<file path="config.mk">
export PLATFORM = sky130hd
export DESIGN_NAME = mdio_ctrl
export DESIGN_NICKNAME = d
export VERILOG_FILES = /design/src/rtl/mdio_pkg.sv /design/src/rtl/mdio_clkdiv.sv /design/src/rtl/mdio_engine.sv /design/src/rtl/mdio_ctrl.sv
export SDC_FILE = /design/constraint.sdc
export NUM_CORES = 1
export LEC_CHECK = 0
export ABC_AREA = 1
export BUFFER_PORTS_ARGS = -buffer_cell sky130_fd_sc_hd__buf_2
export CORE_ASPECT_RATIO = 1.1
export CORE_UTILIZATION = 56
export CTS_CLUSTER_DIAMETER = 30
export DETAILED_ROUTE_END_ITERATION = 6
export PLACE_DENSITY = 0.84
export SLEW_MARGIN = 15
export SYNTH_ARGS = -nofsm -noshare
export SYNTH_HDL_FRONTEND = slang
export SYNTH_SLANG_ARGS = --single-unit
</file>
<file path="constraint.sdc">
create_clock -name clk -period 2.9 [get_ports clk]
set_clock_uncertainty 0.2 [all_clocks]
set_input_delay 0.29 -clock clk [delete_from_list [all_inputs] [get_ports clk]]
set_output_delay 0.29 -clock clk [all_outputs]
set_load 0.05 [all_outputs]
</file>
<file path="src/rtl/mdio_pkg.sv">
package mdio_pkg;
    localparam int FRAME_BITS = 32;
    localparam int RD_BITS    = 16;
    localparam int FIDX_W     = $clog2(FRAME_BITS);
    // last frame bit still driven on a read (register-address LSB)
    localparam int LAST_DRIVEN_RD = 18;
    localparam int OPC_HI = 29;
    localparam int OPC_LO = 28;
    localparam logic [1:0] OPC_READ = 2'b10;

    typedef enum logic [1:0] {
        PH_IDLE  = 2'd0,
        PH_PRE   = 2'd1,
        PH_FRAME = 2'd2
    } phase_t;
endpackage

</file>
<file path="src/rtl/mdio_clkdiv.sv">
module mdio_clkdiv #(
    parameter int DIV_W = 7
) (
    input  logic             clk,
    input  logic             rst_n,
    input  logic             run,
    input  logic [DIV_W-1:0] div,
    output logic             mdc,
    output logic             rise,
    output logic             fall
);
    typedef struct packed {
        logic [DIV_W-1:0] cnt;
        logic             mdc;
    } div_state_t;

    div_state_t st_d, st_q;
    logic [DIV_W-1:0] last_cnt;
    logic             tick;

    always_comb begin
        st_d     = st_q;
        // half period = effective divider + 1 clocks; divider 0 acts as 1
        last_cnt = (div == '0) ? DIV_W'(1) : div;
        tick     = run && (st_q.cnt == last_cnt);
        rise     = tick && !st_q.mdc;
        fall     = tick && st_q.mdc;
        if (!run) begin
            st_d = '0;
        end else if (tick) begin
            st_d.cnt = '0;
            st_d.mdc = ~st_q.mdc;
        end else begin
            st_d.cnt = st_q.cnt + DIV_W'(1);
        end
    end

    always_ff @(posedge clk or negedge rst_n) begin
        if (!rst_n) st_q <= '0;
        else        st_q <= st_d;
    end

    assign mdc = st_q.mdc;
endmodule

</file>
<file path="src/rtl/mdio_engine.sv">
module mdio_engine
    import mdio_pkg::*;
#(
    parameter int PRE_LEN = 32
) (
    input  logic                  clk,
    input  logic                  rst_n,
    input  logic                  cmd_wr,
    input  logic [FRAME_BITS-1:0] cmd_wdata,
    input  logic                  pre_en,
    input  logic                  rise,
    input  logic                  fall,
    input  logic                  mdio_i,
    output logic                  busy,
    output logic                  done,
    output logic [FRAME_BITS-1:0] data,
    output logic                  mdio_o,
    output logic                  mdio_oe
);
    localparam int PRE_W = (PRE_LEN > 1) ? $clog2(PRE_LEN) : 1;
    localparam int POS_W = (PRE_W > FIDX_W) ? PRE_W : FIDX_W;

    typedef struct packed {
        phase_t                phase;
        logic [POS_W-1:0]      pos;
        logic                  is_rd;
        logic [FRAME_BITS-1:0] word;
    } eng_state_t;

    eng_state_t st_d, st_q;
    logic [FIDX_W-1:0] bit_idx;
    logic              released;

    assign bit_idx  = st_q.pos[FIDX_W-1:0];
    assign released = st_q.is_rd && (int'(st_q.pos) < LAST_DRIVEN_RD);

    always_comb begin
        st_d = st_q;
        done = 1'b0;
        unique case (st_q.phase)
            PH_IDLE: begin
                if (cmd_wr) begin
                    st_d.word  = cmd_wdata;
                    st_d.is_rd = (cmd_wdata[OPC_HI:OPC_LO] == OPC_READ);
                    if (pre_en) begin
                        st_d.phase = PH_PRE;
                        st_d.pos   = POS_W'(PRE_LEN - 1);
                    end else begin
                        st_d.phase = PH_FRAME;
                        st_d.pos   = POS_W'(FRAME_BITS - 1);
                    end
                end
            end
            PH_PRE: begin
                if (fall) begin
                    if (st_q.pos == '0) begin
                        st_d.phase = PH_FRAME;
                        st_d.pos   = POS_W'(FRAME_BITS - 1);
                    end else begin
                        st_d.pos = st_q.pos - POS_W'(1);
                    end
                end
            end
            PH_FRAME: begin
                if (rise && st_q.is_rd && (int'(st_q.pos) < RD_BITS)) begin
                    st_d.word[bit_idx] = mdio_i;
                end
                if (fall) begin
                    if (st_q.pos == '0) begin
                        st_d.phase = PH_IDLE;
                        done       = 1'b1;
                    end else begin
                        st_d.pos = st_q.pos - POS_W'(1);
                    end
                end
            end
            default: st_d.phase = PH_IDLE;
        endcase
    end

    always_ff @(posedge clk or negedge rst_n) begin
        if (!rst_n) st_q <= '{phase: PH_IDLE, default: '0};
        else        st_q <= st_d;
    end

    always_comb begin
        unique case (st_q.phase)
            PH_PRE: begin
                mdio_o  = 1'b1;
                mdio_oe = 1'b1;
            end
            PH_FRAME: begin
                mdio_o  = released ? 1'b0 : st_q.word[bit_idx];
                mdio_oe = !released;
            end
            default: begin
                mdio_o  = 1'b0;
                mdio_oe = 1'b0;
            end
        endcase
    end

    assign busy = (st_q.phase != PH_IDLE);
    assign data = st_q.word;
endmodule

</file>
<file path="src/rtl/mdio_ctrl.sv">
module mdio_ctrl
    import mdio_pkg::*;
#(
    parameter int DIV_W   = 7,
    parameter int PRE_LEN = 32
) (
    input  logic                  clk,
    input  logic                  rst_n,
    input  logic                  freq_wr,
    input  logic [DIV_W:0]        freq_wdata,
    input  logic                  cmd_wr,
    input  logic [FRAME_BITS-1:0] cmd_wdata,
    input  logic                  irq_mask,
    input  logic                  irq_clr,
    input  logic                  mdio_i,
    output logic                  mdc,
    output logic                  mdio_o,
    output logic                  mdio_oe,
    output logic                  busy,
    output logic [FRAME_BITS-1:0] data_out,
    output logic                  irq_status,
    output logic                  irq
);
    typedef struct packed {
        logic [DIV_W:0] cfg;
        logic           stat;
    } top_state_t;

    top_state_t st_d, st_q;
    logic rise, fall, done;

    always_comb begin
        st_d = st_q;
        if (freq_wr)      st_d.cfg  = freq_wdata;
        if (irq_clr)      st_d.stat = 1'b0;
        if (done)         st_d.stat = 1'b1;
    end

    always_ff @(posedge clk or negedge rst_n) begin
        if (!rst_n) st_q <= '0;
        else        st_q <= st_d;
    end

    mdio_clkdiv #(.DIV_W(DIV_W)) u_div (
        .clk  (clk),
        .rst_n(rst_n),
        .run  (busy),
        .div  (st_q.cfg[DIV_W-1:0]),
        .mdc  (mdc),
        .rise (rise),
        .fall (fall)
    );

    mdio_engine #(.PRE_LEN(PRE_LEN)) u_eng (
        .clk      (clk),
        .rst_n    (rst_n),
        .cmd_wr   (cmd_wr),
        .cmd_wdata(cmd_wdata),
        .pre_en   (st_q.cfg[DIV_W]),
        .rise     (rise),
        .fall     (fall),
        .mdio_i   (mdio_i),
        .busy     (busy),
        .done     (done),
        .data     (data_out),
        .mdio_o   (mdio_o),
        .mdio_oe  (mdio_oe)
    );

    assign irq_status = st_q.stat;
    assign irq        = st_q.stat & irq_mask;
endmodule

</file>
# --- Word-level counts from Yosys, hierarchy flattened ---
# Cells that the tools add are included.
word_totals:
  register_bits: 57
  inputBits: 47
  wordCells: 77
classes:
  add_sub_neg: 2
  magnitude_cmp: 4
  eq_ne: 12
  n_mux: 29
  n_bitwise: 2
  reduce_logical: 20
op_table:
  columns: ["op", "n"]
  rows:
  - ["one-hot mux 32 bit (2 select lines)", 1]
  - ["two-way mux 40 bit", 1]
  - ["two-way mux 7 bit", 5]
  - ["bitwise mux 32 bit", 1]
  - ["two-way mux 32 bit", 1]
  - ["one-hot mux 5 bit (3 select lines)", 1]
  - ["less-than comparator 5 bit, second input constant", 2]
  - ["two-way mux 5 bit", 2]
  - ["inequality test 2 bit, second input constant", 5]
  - ["AND reduction 5 bit", 2]
  - ["two-way mux 1 bit", 9]
  - ["two-way mux 8 bit", 1]
  - ["adder 7 x 1 -> 7 bit, second input constant", 1]
  - ["equality test 7 bit", 1]
  - ["logical AND 1 bit", 7]
  - ["logical NOT 7 bit", 1]
  - ["less-than comparator 5 x 6 -> 1 bit, second input constant", 1]
  - ["inequality test 2 x 1 -> 1 bit, second input constant", 3]
  - ["one-hot mux 2 bit (3 select lines)", 1]
  - ["nonzero test 2 bit", 3]
  - ["binary-select mux 1 bit (select 5 bit)", 1]
  - ["demux 1 bit (select 5 bit)", 1]
  - ["greater-or-equal comparator 5 x 1 -> 1 bit, second input constant", 1]
  - ["logical NOT 5 bit", 1]
  - ["12 further kinds", 16]

# --- Longest topological paths before layout ---
# Gate-level depths: netlist (run 1).
depth:
  depth_word: 9
  mapped_depth: 13
  depth_no_buf: 11

# --- Cells and area by module ---
# A second synthesis (run 1) with hierarchy kept.
hier_totals:
  cells_unflattened: 556
  area_unflattened_um2: 3933.8
by_module_without_submodules:
  columns: ["module", "instances", "cells_each", "area_each_um2", "seq_area_each_um2"]
  rows:
  - ["mdio_engine", 1, 432, 3009.1, 1001.0]
  - ["mdio_clkdiv", 1, 83, 571.8, 200.2]
  - ["mdio_ctrl", 1, 41, 352.8, 225.2]

# --- Worst setup path before layout (run 1) ---
# Ideal clock, no wire load.
synth_timing:
  kind: "register -> output"
  startpoint: "register u_eng.st_q[38] (netlist name)"
  endpoint: "output mdio_o"
  t_arrival_ps: 2330
  setup_slack_ps: 80
  path_stages_with_launch: 10
  path_buffers: 1
  cell_sequence: "dfrtp_1 -> inv_1 -> ha_1 -> buf_4 -> inv_2 -> a21oi_2 -> o31ai_1 -> a21oi_1 -> nand2_1 -> inv_1"
synth_between:
  elab_chain_len: 2
  word_cells_on_any_way: 3
synth_lines:
  columns: ["item", "line_no", "source"]
  rows:
  - ["start, declared", "mdio_engine.sv:30", "eng_state_t st_d, st_q;"]
  - ["start signal, assigned", "mdio_engine.sv:83", "else st_q <= st_d;"]
  - ["equality test 2 bit / equality test 2 x 1 -> 1 bit (equally long branches)", "mdio_engine.sv:87", "unique case (st_q.phase)"]
  - ["one-hot mux 1 bit (2 select lines) (*)", "mdio_engine.sv:87", null]
  - ["end, declared", "mdio_ctrl.sv:17", "output logic mdio_o,"]
# Every way passes the cells marked *; elsewhere a longest branch is shown, timed or not.

# --- Final worst setup path (run 1) ---
layout_timing:
  startpoint: "register u_eng.st_q, in the netlist u_eng.bit_idx[1]"
  endpoint: "output mdio_o"
layout_between:
  elab_chain_len: 4
  word_cells_on_any_way: 6
layout_lines:
  columns: ["item", "line_no", "source"]
  rows:
  - ["binary-select mux 1 bit (select 5 bit) / less-than comparator 5 bit (equally long branches)", "mdio_engine.sv:93, mdio_engine.sv:35", null]
  - ["two-way mux 1 bit (implied by the code) / logical AND 1 bit (equally long branches)", "mdio_engine.sv:93, mdio_engine.sv:35", null]
  - ["two-way mux 1 bit (*)", "mdio_engine.sv:93", "mdio_o = released ? 1'b0 : st_q.word[bit_idx];"]
  - ["one-hot mux 1 bit (2 select lines) (*)", "mdio_engine.sv:87", null]
# Every way passes the cells marked *; elsewhere a longest branch is shown, timed or not. The select of a mux whose other input is x is not followed.

==> impl_metrics.tcl, run 1 <==
set metrics [dict create \
    run_status "finished, final reports clean" \
    final_layout_size_suffix_gt1_share_pct 20.2 \
    post_synth_edffs 0 \
    placeableCoreArea_um2 7050 \
    remaining_drc_errors 0 \
    grt_pass1_vias 3973 \
    worst_hold_path_type "primary input to flip-flop" \
    cts_buffer_depth 2 \
    syn_area_um2 4100 \
    place_congestion 0.915 \
    antenna-diode-count 0 \
    cp_slowest_stage_delay_ns 0.64 \
    final_hold_viol_count 0 \
    fp.dieW_um 83.5 \
    tightestPinTransition_ns 0.568 \
    route.detailed.vias_per_inst 5.84 \
    wl_um 10900 \
    cts_max_level 3 \
    layout_common_cells "nand2_1 (175), buf_2 (84), o21ai_0 (66)" \
    area_fraction_in_compound_gates_after_synthesis_pct 11.7 \
    synth_seq_cells 57 \
    synth_area_per_cell_um2 6.94 \
    final.fill_count 626 \
    cp-start-kind "flip-flop" \
    numClockSinks 57 \
    route.antenna.remaining_nets 0 \
    min_period_ns 2.73 \
    synth_ff_type "dfrtp_1" \
    critPathSlowestCell "dfrtp_1" \
    routed-via-count 4247 \
    worst_skew_pair.late_latency_ns 0.35 \
    finalSetupTns_ns 0 \
    worst-endpoint-required_ns 2.41 \
    layout.nets 693 \
    multi_input_area_um2 2060 \
    rsz0062_at_grt "false" \
    floorplan.initialDensity_pct 58.1 \
    crit_chain "clkinvlp_4, o21ai_0, o22ai_1, nand2_1, nand2_1, nor2_1, nand3b_1, nand2_1, inv_1, buf_2" \
    area_delta_synth_final_pct 12.2 \
    synth.net_count 646 \
    synth.distinct_cells 35 \
    hold_end "u_eng.st_q[32]" \
    max_cap_viol_count 0 \
    post_synth_inst_count 590 \
    path_delay_family "flip-flops" \
    ff2ff_path_depth 10 \
    synth.yosys.seq_area_share_pct 34.8 \
    detailed_place_hpwl_um 7690 \
    synth_fa_ha_area_share_pct 2.75 \
    hold_path_depth 3 \
    rr_startpoint "u_eng.bit_idx[1]" \
    critPathMostFrequentCell "nand2_1" \
    p_leak_nw 2.36 \
    synth_xor_xnor_area_share_pct 1.07 \
    height_of_the_die_um 91.7 \
    row_count 32 \
    final_common_cell "nand2_1" \
    clock_tree_from_tritoncts "built" \
    yosys.area_share.simple_pct 34.6 \
    max_slew_margin_pct 61.9 \
    max_clock_freq_mhz 366 \
    setup.reg_to_reg.worst_slack_ns 0.44 \
    globalRouteTotalUtil_pct 29.9 \
    port_buffers 84 \
    floorplan.die_area_um2 7660 \
    yosys_warnings 0 \
    cts.reportedPaths.clkPinSlew_ns 0.07 \
    numCtsBuffers 9 \
    worst_slack_on_hold_paths_ns 0.0274 \
    post_synth_mux_area_share_pct 0.275 \
    setup.worst_path.class "flip-flop to output pin" \
    post_drt_wl_per_cell_um 15.0 \
    worstHoldStart "cmd_wdata[29]" \
    report.final.slew_viol_count 0 \
    area.sequential_um2 1430 \
    grt_pass1_wl_um 18400 \
    vdd_drop_max_mv 0.708 \
    io_pins 85 \
    worstSetupEndpointType "output pin" \
    final_report_setup_violation_count 0 \
    grt_max_degree 50 \
    regToRegEndpoint "u_eng.bit_idx[1]" \
    post-route-period-util_pct 94.3 \
    drt-pass1-iter-count 5 \
    grt_remaining_overflow 0 \
    cts_root_buffer "clkbuf_8" \
    async_flop_share_pct 100 \
    dr.first_iter.drc_count 236 \
    largest_family_of_logic_cells_by_synthesized_area "simple AND/OR/NAND/NOR gates" \
    antenna_found_initial 0 \
    worst_ep_arrival_time_ns 2.24 \
    cp.buffers_inverters 3 \
    power-per-cell-area_nw_per_um2 1200 \
    maximum_fanout_along_the_worst_path 13 \
]
[flip-flops by register name, summed over array words and instances (netlist names)]
name and count:
irq_status 1, st_q 8, u_div.mdc 1, u_div.st_q 7, u_eng.bit_idx 5, u_eng.data 32, u_eng.st_q 3
[how the worst max path moves through the flow]
stage,slack [ns],cells after the start,from,end
2_1_floorplan,0.08,9,u_eng.st_q[38],mdio_o
3_3_place_gp,0.57,10,u_eng.bit_idx[1],u_eng.bit_idx[1]
3_5_place_dp,0.47,10,u_eng.bit_idx[1],u_eng.bit_idx[1]
4_1_cts,0.17,10,u_eng.bit_idx[1],mdio_o
5_1_grt,0.006,9,u_eng.bit_idx[1],mdio_o
6_report,0.17,10,u_eng.bit_idx[1],mdio_o
[logic make-up after synthesis]
| family | after synthesis |
|---|---|
| buf+inv | 111 |
| fa+ha+maj | 9 |
| flops | 57 |
| xor+xnor | 5 |
| mux | 1 |
| simple gates | 319 |
| compound gates | 88 |
[synth_stat cells (2+ instances only)]
cell / instances / area share, %
a21oi_1: 9 / 1.1
buf_1: 6 / 0.55
buf_2: 10 / 1.2
buf_4: 35 / 6.4
buf_8: 2 / 0.73
clkbuf_1: 13 / 1.2
dfrtp_1: 57 / 35
ha_1: 9 / 2.7
inv_1: 35 / 3.2
inv_2: 7 / 0.64
nand2_1: 175 / 16
nand2_2: 2 / 0.31
nand3_1: 55 / 6.7
nand3b_1: 2 / 0.37
nand4_1: 35 / 5.3
nor2_1: 38 / 3.5
nor2_2: 3 / 0.46
nor3_1: 5 / 0.61
o21ai_0: 66 / 8.1
o22ai_1: 8 / 1.2
xor2_1: 4 / 0.86
[what timing repair did]
item                       4_1_cts  5_1_grt
setup endpoints to repair        0        1
hold buffers                    10        0
gates resized for setup          0        1
hold endpoints to repair        30        0
buffers inserted                 0        0
[layer usage]
| layer | vias up | track usage (%) | part of all wire [%] |
|---|---|---|---|
| met5 | - | 0 | 0 |
| met4 | 0 | 12.7 | 2.4 |
| met3 | 25 | 5.85 | 8.1 |
| met2 | 203 | 49.7 | 48 |
| met1 | 2012 | 38.2 | 41 |
| li1 | 2007 | - | - |
[power breakdown]
group          internal, mW  switching, mW  total, mW  leakage (nW)
logic                 0.865           2.35       3.21          1.50
registers              1.09          0.330       1.42         0.746
clock network         0.492          0.373      0.866         0.110
total                  2.45           3.05       5.50          2.36
[metrics by stage]
step	total power [mW]	cell area, um2	setup slack, ns	utilization [%]	std cells
detailed placement	4.60	4270	0.473	60.5	701
global route	5.86	4600	0.00622	65.2	727
floorplan	4.20	4100	0.0804	-	590
global placement	4.51	4270	0.568	60.5	701
CTS	5.47	4590	0.171	65.2	727
finish	5.50	4600	0.166	65.2	727
[tightest hold or removal path, delay by kind of cell]
family / cells / cell delay (ns)
AO/OA/AOI/OAI: 1 / 0.08
AND/OR/NAND/NOR: 1 / 0.07
buffers and inverters: 1 / 0.10
[layout make-up]
cell class,count,share of cell area (%)
clock buffer,9,2.70
clock inverter,7,2.23
inverter,43,3.59
multi-input combinational,422,44.9
sequential,57,31.0
tap,85,2.31
timing repair buffer,104,13.2
Note: power is estimated with default switching activity, not from simulation.
==> run 2, diff against run 1 <==
CORE_MARGIN = 2   (was not set)
CORE_UTILIZATION = 40   (was 56)
PLACE_DENSITY = 0.64   (was 0.84)
==> impl_metrics.tcl, run 2 (synthesis gave the netlist of run 1 again) <==
set metrics [dict create \
    remaining_drc_errors 0 \
    maximum_fanout_along_the_worst_path 13 \
    io_pins 85 \
    dr.first_iter.drc_count 373 \
    place_congestion 0.873 \
    route.detailed.vias_per_inst 5.33 \
    detailed_place_hpwl_um 8170 \
    rsz0062_at_grt "false" \
    clock_tree_from_tritoncts "built" \
    fp.dieW_um 100 \
    final_hold_viol_count 0 \
    antenna_found_initial 0 \
    globalRouteTotalUtil_pct 20.9 \
    numClockSinks 57 \
    place_area_um2 4330 \
    route.antenna.remaining_nets 0 \
    cts.reportedPaths.clkPinSlew_ns 0.07 \
    floorplan.initialDensity_pct 41.2 \
    cts_root_buffer "clkbuf_8" \
    grt_max_degree 34 \
    cp-start-kind "flip-flop" \
    final_report_setup_violation_count 0 \
    worst_skew_pair.late_latency_ns 0.36 \
    min_period_ns 2.73 \
    finalSetupTns_ns 0 \
    vdd_drop_max_mv 0.392 \
    routed-via-count 4093 \
    report.final.slew_viol_count 0 \
    p_leak_nw 2.37 \
    worstSetupEndpointType "output pin" \
    antenna-diode-count 0 \
    height_of_the_die_um 110 \
    wl_um 11200 \
    fin_area_um2 4650 \
    run_status "finished, final reports clean" \
    post_drt_wl_per_cell_um 14.6 \
    cts_buffer_depth 2 \
    tightestPinTransition_ns 0.549 \
    drt-pass1-iter-count 5 \
    setup.worst_path.class "flip-flop to output pin" \
    floorplan.die_area_um2 11100 \
    numCtsBuffers 9 \
    max_slew_margin_pct 63.3 \
    layout_common_cells "nand2_1 (175), buf_2 (84), o21ai_0 (66)" \
    grt_remaining_overflow 0 \
    layout.nets 699 \
    power-per-cell-area_nw_per_um2 1170 \
    setup.reg_to_reg.worst_slack_ns 0.48 \
    worst_ep_arrival_time_ns 2.24 \
    placeableCoreArea_um2 9940 \
    final_layout_size_suffix_gt1_share_pct 20.8 \
    max_cap_viol_count 0 \
    largest_register_ffs 32 \
    row_count 38 \
    post-route-period-util_pct 94.1 \
    grt_pass1_wl_um 18100 \
    grt_pass1_vias 3749 \
    max_clock_freq_mhz 366 \
    area_delta_synth_final_pct 13.6 \
    cts_max_level 3 \
    worst_hold_path_type "primary input to flip-flop" \
    post-route-util_pct 46.8 \
    final_common_cell "nand2_1" \
    worst-endpoint-required_ns 2.41 \
    port_buffers 84 \
]
[run 2: cell count changes in the layout (fill, tap and decap cells not counted)]
cell           change
dlygate4sd3_1      +1
clkinvlp_4         +2
buf_12             -1
buf_4              +6
clkinv_2           +1
clkinv_4           -2
inv_6              -1
bufinv_16          -1
clkbuf_8           +1
[run 2: final cells by class]
type / instances / area (um2)
clock buffers: 10 / 138
clock inverters: 6 / 66.3
fillers: 1010 / 5290
inverters: 43 / 165
multi-input cells: 422 / 2060
flip-flops and latches: 57 / 1430
well taps: 120 / 150
repair buffers: 110 / 643
[run 2: per-stage QoR]
stage                     std cells  power, mW  hold slack (ns)  setup slack, ns
after floorplan                 590       4.20           -0.206           0.0804
after global placement          741       4.56           0.0582            0.560
after detailed placement        741       4.61           0.0618            0.510
after CTS                       768       5.43           0.0479            0.160
after global routing            768       5.81           0.0600           0.0146
final                           768       5.42           0.0569            0.171
[run 2: worst max-delay path, stage by stage (launching register included)]
cell	delay, ns
dfrtp_1	0.63
clkinvlp_4	0.35
o21ai_0	0.14
o22ai_1	0.09
nand2_1	0.08
nand2_1	0.05
nor2_1	0.11
nand3b_1	0.09
nand2_1	0.09
inv_1	0.04
buf_2	0.20
[run 2: metal layers]
metal | GRT usage, % | share of wire (%) | vias to the layer above
met5 | 0 | 0 | -
li1 | - | - | 2030
met4 | 6.56 | 1.7 | 0
met1 | 27.7 | 45 | 1899
met2 | 33.9 | 46 | 142
met3 | 4.79 | 6.8 | 22
[run 2: path summary, 6_finish.rpt]
kind / startpoint / end / cells past startpoint
min in group asynchronous: rst_n / u_eng.data[24] / 2
setup / recovery: u_eng.bit_idx[1] / mdio_o / 10
setup reg to reg: u_eng.bit_idx[1] / u_eng.bit_idx[3] / 10
hold / removal: cmd_wdata[28] / u_eng.st_q[32] / 4
hold reg to reg: u_div.st_q[1] / u_div.st_q[1] / 1
max in group asynchronous: rst_n / u_eng.data[17] / 3
[run 2: timing repair]
| item | 4_1_cts | 5_1_grt |
|---|---|---|
| setup endpoints to repair | 0 | 1 |
| resized for setup | 0 | 1 |
| hold endpoints to repair | 27 | 0 |
| hold buffers | 11 | 0 |
| setup buffers | 0 | 0 |
[run 2: report_power, final]
part | internal, mW | leakage [nW] | switching, mW
logic | 0.869 | 1.53 | 2.34
registers | 1.09 | 0.746 | 0.334
clock network | 0.421 | 0.0949 | 0.366
